### config.mk
export PLATFORM = sky130hd
export DESIGN_NAME = pwm_dual_timer
export DESIGN_NICKNAME = d
export VERILOG_FILES = /design/src/rtl/pwm_dual_timer_pkg.sv /design/src/rtl/pwm_dual_timer_regs.sv /design/src/rtl/pwm_dual_timer_core.sv /design/src/rtl/pwm_dual_timer.sv
export SDC_FILE = /design/constraint.sdc
export NUM_CORES = 1
export LEC_CHECK = 0
export BUFFER_PORTS_ARGS = -buffer_cell sky130_fd_sc_hd__buf_2
export CAP_MARGIN = 20
export CORE_MARGIN = 2
export CORE_UTILIZATION = 59
export DETAILED_ROUTE_END_ITERATION = 8
export PLACE_DENSITY = 0.81
export REMOVE_ABC_BUFFERS = 1
export SKIP_LAST_GASP = 1
export SYNTH_ARGS = -nofsm -noshare
export SYNTH_HDL_FRONTEND = slang
export SYNTH_HIERARCHICAL = 1
export SYNTH_SLANG_ARGS = --single-unit
### constraint.sdc
create_clock -name clk_i -period 3.2 [get_ports clk_i]
set_input_delay 0.48 -clock clk_i [delete_from_list [all_inputs] [get_ports clk_i]]
set_output_delay 0.48 -clock clk_i [all_outputs]
set_load 0.05 [all_outputs]
### src/rtl/pwm_dual_timer_pkg.sv
package pwm_dual_timer_pkg;
  typedef enum logic [1:0] {
    REG_CTRL = 2'd0,
    REG_LO   = 2'd1,
    REG_HI   = 2'd2,
    REG_NONE = 2'd3
  } reg_sel_e;

  typedef struct packed {
    logic dual;    // bit 2: alternate low/high reload values
    logic reload;  // bit 1: reload from registers, else wrap to all ones
    logic run;     // bit 0: channel enable
  } ctrl_t;

  localparam int CTRL_W = 3;
endpackage

### src/rtl/pwm_dual_timer_regs.sv
module pwm_dual_timer_regs
  import pwm_dual_timer_pkg::*;
#(
  parameter int CNT_W = 32
) (
  input  logic             clk_i,
  input  logic             rst_ni,
  input  logic             wr_en_i,
  input  logic [1:0]       addr_i,
  input  logic [CNT_W-1:0] wdata_i,
  output ctrl_t            ctrl_o,
  output ctrl_t            ctrl_nxt_o,
  output logic [CNT_W-1:0] lo_o,
  output logic [CNT_W-1:0] hi_o,
  output logic [CNT_W-1:0] rdata_o
);
  ctrl_t            ctrl_q, ctrl_d;
  logic [CNT_W-1:0] lo_q, hi_q;
  reg_sel_e         sel;

  assign sel = reg_sel_e'(addr_i);

  always_comb begin
    ctrl_d = ctrl_q;
    if (wr_en_i && sel == REG_CTRL) ctrl_d = ctrl_t'(wdata_i[CTRL_W-1:0]);
  end

  always_ff @(posedge clk_i or negedge rst_ni) begin
    if (!rst_ni) begin
      ctrl_q <= '0;
      lo_q   <= '0;
      hi_q   <= '0;
    end else begin
      ctrl_q <= ctrl_d;
      if (wr_en_i && sel == REG_LO) lo_q <= wdata_i;
      if (wr_en_i && sel == REG_HI) hi_q <= wdata_i;
    end
  end

  always_comb begin
    rdata_o = '0;
    case (sel)
      REG_CTRL: rdata_o[CTRL_W-1:0] = ctrl_q;
      REG_LO:   rdata_o = lo_q;
      REG_HI:   rdata_o = hi_q;
      default:  rdata_o = '0;
    endcase
  end

  assign ctrl_o     = ctrl_q;
  assign ctrl_nxt_o = ctrl_d;
  assign lo_o       = lo_q;
  assign hi_o       = hi_q;
endmodule

### src/rtl/pwm_dual_timer_core.sv
module pwm_dual_timer_core #(
  parameter int CNT_W = 32
) (
  input  logic             clk_i,
  input  logic             rst_ni,
  input  logic             run_nxt_i,
  input  logic             reload_i,
  input  logic             dual_i,
  input  logic [CNT_W-1:0] lo_i,
  input  logic [CNT_W-1:0] hi_i,
  output logic [CNT_W-1:0] cnt_o,
  output logic             phase_o,
  output logic             armed_o
);
  logic [CNT_W-1:0] cnt_q, reload_val;
  logic             phase_q, armed_q, expire;

  assign expire = (cnt_q == '0);

  // value taken at expiry; phase_q = 0 means the low phase is ending
  always_comb begin
    if (!reload_i)                 reload_val = '1;
    else if (dual_i && !phase_q)   reload_val = hi_i;
    else                           reload_val = lo_i;
  end

  always_ff @(posedge clk_i or negedge rst_ni) begin
    if (!rst_ni) begin
      cnt_q   <= '0;
      phase_q <= 1'b0;
      armed_q <= 1'b0;
    end else if (!run_nxt_i) begin
      // stop at the edge of the disabling write; counter holds
      armed_q <= 1'b0;
      phase_q <= 1'b0;
    end else if (!armed_q) begin
      cnt_q   <= lo_i;
      phase_q <= 1'b0;
      armed_q <= 1'b1;
    end else if (expire) begin
      cnt_q   <= reload_val;
      phase_q <= ~phase_q;
    end else begin
      cnt_q   <= cnt_q - 1'b1;
    end
  end

  assign cnt_o   = cnt_q;
  assign phase_o = phase_q;
  assign armed_o = armed_q;
endmodule

### src/rtl/pwm_dual_timer.sv
module pwm_dual_timer
  import pwm_dual_timer_pkg::*;
#(
  parameter int CNT_W = 32
) (
  input  logic             clk_i,
  input  logic             rst_ni,
  input  logic             wr_en_i,
  input  logic [1:0]       addr_i,
  input  logic [CNT_W-1:0] wdata_i,
  output logic [CNT_W-1:0] rdata_o,
  output logic             pwm_o
);
  ctrl_t            ctrl_q, ctrl_nxt;
  logic [CNT_W-1:0] lo_q, hi_q, cnt_q;
  logic             phase_q, armed_q;

  pwm_dual_timer_regs #(.CNT_W(CNT_W)) u_regs (
    .clk_i      (clk_i),
    .rst_ni     (rst_ni),
    .wr_en_i    (wr_en_i),
    .addr_i     (addr_i),
    .wdata_i    (wdata_i),
    .ctrl_o     (ctrl_q),
    .ctrl_nxt_o (ctrl_nxt),
    .lo_o       (lo_q),
    .hi_o       (hi_q),
    .rdata_o    (rdata_o)
  );

  pwm_dual_timer_core #(.CNT_W(CNT_W)) u_core (
    .clk_i     (clk_i),
    .rst_ni    (rst_ni),
    .run_nxt_i (ctrl_nxt.run),
    .reload_i  (ctrl_q.reload),
    .dual_i    (ctrl_q.dual),
    .lo_i      (lo_q),
    .hi_i      (hi_q),
    .cnt_o     (cnt_q),
    .phase_o   (phase_q),
    .armed_o   (armed_q)
  );

  assign pwm_o = phase_q;
endmodule

==> key figures <==
Outcome
  – Outcome: completed

Synthesis
  – Main flop type after synthesis: dfrtp_1
  – Warnings, synthesis: 6
  – Post-synth top area share: 42.3%
  – Top cells by area, synth: dfrtp_1 42%, mux2_1 6.4%, mux2_2 6.2%
  – Sequential fraction of the synthesis area: 42.3%
  – Post-synth EDFFs: 0
  – Netlist cell types: 53
  – Cell taking the most area after synthesis: dfrtp_1
  – Post-synthesis cell area: 5970 um^2
  – Mean post-synth cell area: 9.50 um^2
  – Async set-or-reset flop fraction in the synthesized netlist: 100%
  – Cells after synthesis: 628
  – Flops & latches, synth: 101

Worst setup path
  – Slowest stage cell, crit path: or4b_1
  – CP Capture Type: flop
  – Worst Path Buf+Inv: 1
  – CP max stage delay: 0.65 ns
  – Crit path cell chain: nor4_2 -> or4b_1 -> nor3_4 -> buf_4 -> nand4_1 -> o21ai_0 -> o221ai_1
  – Crit path required time: 3.44 ns
  – Critical Path AT: 2.98 ns
  – Crit-path max FO: 34
  – Top delay family on crit path: simple AND/OR/NAND/NOR gates
  – Crit path kind: flop to flop
  – Startpoint Class: flop

Timing
  – Hold WS: 0.123 ns
  – Final-report setup violation count: 0
  – Final Critical Period: 2.74 ns
  – Hold Vio Cnt, Final: 0
  – Clk_skew: 0.00833 ns
  – Tightest Pin Transition: 0.886 ns
  – Fmax: 365 MHz
  – Setup TNS: 0 ns
  – Relative slew slack: 40.8%
  – Final period util: 85.5%
  – Unrepaired setup endpoints after global routing: false
  – Final Slew Violations: 0

Global routing
  – First-pass GRT wire length: 25400 um
  – Vias in the first global route: 5177
  – Largest net degree at the start of global routing: 58
  – GRT overflow: 0
  – Initial antenna violation count: 0
  – GRT Util Overall: 28.8%

Power
  – Sequential Power Share: 46.0%
  – Power density over cell area: 681 nW/um^2
  – Combinational share of power: 35.7%
  – Cell leakage power: 2.78 nW
  – Sw Ratio: 40.1%
  – Net Sw Power: 1.80 mW
  – Maximum vdd drop: 0.463 mV
  – Clk pwr share: 18.2%
  – Internal power: 2.68 mW

Place
  – Gpl congestion: 0.893
  – Inst Count DP: 800
  – Buffers on Ports: 69
  – Post-DP Area: 6380 um^2
  – HPWL after DPL: 10200 um

Floorplanning
  – Initial core utilization: 61.1%
  – Die span in x: 105 um
  – Die area: 10900 um^2
  – Core region area: 9770 um^2
  – I/O pin count: 70
  – Row count: 36
  – Die Y: 105 um

Clock tree
  – CTS H-tree depth: 3
  – CTS buffer count: 9
  – Clk Latency, worst-skew pair: 0.38 ns
  – Hold_buf cts: 0
  – Worst-path clk slew: 0.09 ns
  – TritonCTS clock tree: done
  – CTS max path bufs: 2
  – Root Driver: clkbuf_8
  – PostCTS Resize Cnt: 0
  – Clock sinks: 101
  – Post-CTS Setup Repair Bufs: 0

Drt
  – ANT nets after route: 0
  – Wirelength per Cell: 18.6 um
  – Drt pass-1 iters: 7
  – DRC viols: 0
  – Vias per std cell: 6.22
  – 1st-iter DRT viols: 336
  – Total wire length: 15200 um
  – Via count: 5079

Finish
  – Post-Layout Cell Count: 816
  – Nets: 721
  – Diode count: 0
  – Final instance area: 6580 um^2
  – Fillers: 817
  – P&R area growth vs syn: 10.2%
  – Share of post-route cells with drive strength above 1: 20.2%

Min path
  – Worst min-delay path category: input pin to asynchronous set/reset pin

Flow run
  – Max capacitance violation total: 0
## through the flow
step / total power, mW / setup slack (ns) / util, %
after floorplan: 3.13 / 0.0579 / -
after global placement: 3.57 / 0.591 / 65.3
after detailed placement: 3.66 / 0.514 / 65.3
after CTS: 4.48 / 0.482 / 67.3
after global routing: 4.78 / 0.268 / 67.3
final: 4.48 / 0.463 / 67.3
## final timing paths
| kind | start | endpoint | slack [ns] | depth (start not counted) |
|---|---|---|---|---|
| max | u_core/cnt_o[18] | u_core/cnt_o[3] | 0.46 | 7 |
| min | rst_ni | u_regs/lo_o[18] | 0.12 | 1 |
| max reg2reg | u_core/cnt_o[18] | u_core/cnt_o[3] | 0.46 | 7 |
| min reg2reg | u_regs/hi_o[11] | u_regs/hi_o[11] | 0.54 | 1 |
| max in group asynchronous | rst_ni | u_regs/ctrl_o[2] | 2.37 | 2 |
| min in group clk_i | wdata_i[10] | u_regs/lo_o[10] | 0.32 | 2 |
## placed cells by master, fill, tap and decap left out, drive strengths merged, types with 3 or more instances in the layout
cell type	n
mux2	67
nor2b	40
buf	85
o31ai	3
nand4	22
o41ai	3
nand3	24
a22oi	31
dfrtp	101
xnor2	16
a211oi	3
xor2	3
inv	21
or3	7
o21ai	42
a21oi	17
ha	6
o221ai	11
nor4	4
clkbuf	13
nor3	14
nand2	76
a222oi	3
a31oi	11
nor2	21
and2	4
## power by group through the flow
stage	Clock [mW]	Combinational [mW]	Sequential, mW
3_3_place_gp	0	1.51	2.06
3_5_place_dp	0	1.58	2.08
6_report	0.817	1.60	2.06
4_1_cts	0.836	1.59	2.06
5_1_grt	0.889	1.77	2.12
2_1_floorplan	0	1.17	1.96
## registers in the layout (all words and copies together), names as in the netlist
name / cells
u_core/cnt_o: 32
u_regs/hi_o: 32
u_regs/lo_o: 32
u_regs/ctrl_o: 3
u_core/armed_o: 1
u_core/phase_o: 1
## final cells by class
| type | count | area [um^2] | area share [%] |
|---|---|---|---|
| multi-input combinational | 460 | 3130 | 47.6 |
| clock buffer | 13 | 149 | 2.26 |
| clock inverter | 3 | 45.0 | 0.685 |
| sequential | 101 | 2530 | 38.4 |
| tap | 133 | 166 | 2.53 |
| timing repair buffer | 85 | 480 | 7.31 |
| inverter | 21 | 78.8 | 1.20 |
## Yosys cell counts (4+ instances only)
library cell  instances
dfrtp_1             101
nand2_1              74
o21ai_0              42
nor2b_1              40
mux2_1               34
mux2_2               33
a22oi_1              31
clkbuf_1             27
nand3_1              24
nand4_1              22
inv_1                21
nor2_1               21
a21oi_1              17
xnor2_1              16
buf_2                12
nor3_1               12
a31oi_1              11
o221ai_1             11
or3_1                 7
buf_6                 6
ha_1                  6
and2_1                4
## cells by family (layout without fill, tap and decap cells)
group           Yosys count  in the layout  share of synthesized area [%]
buf+inv                  67            122                           5.28
flops                   101            101                           42.3
mux                      68             68                           12.8
compound gates          141            141                           15.8
fa+ha+maj                 6              6                           1.26
xor+xnor                 19             19                           2.79
simple gates            226            226                           19.7
## routing by layer
layer	share of wire (%)	global-route usage (%)	vias to the layer above
li1	-	-	2381
met1	43	36.4	2500
met2	50	49.0	167
met3	5.5	6.36	31
met4	1.8	9.62	0
met5	0	0	-
Note: power is estimated with default switching activity, not from simulation.
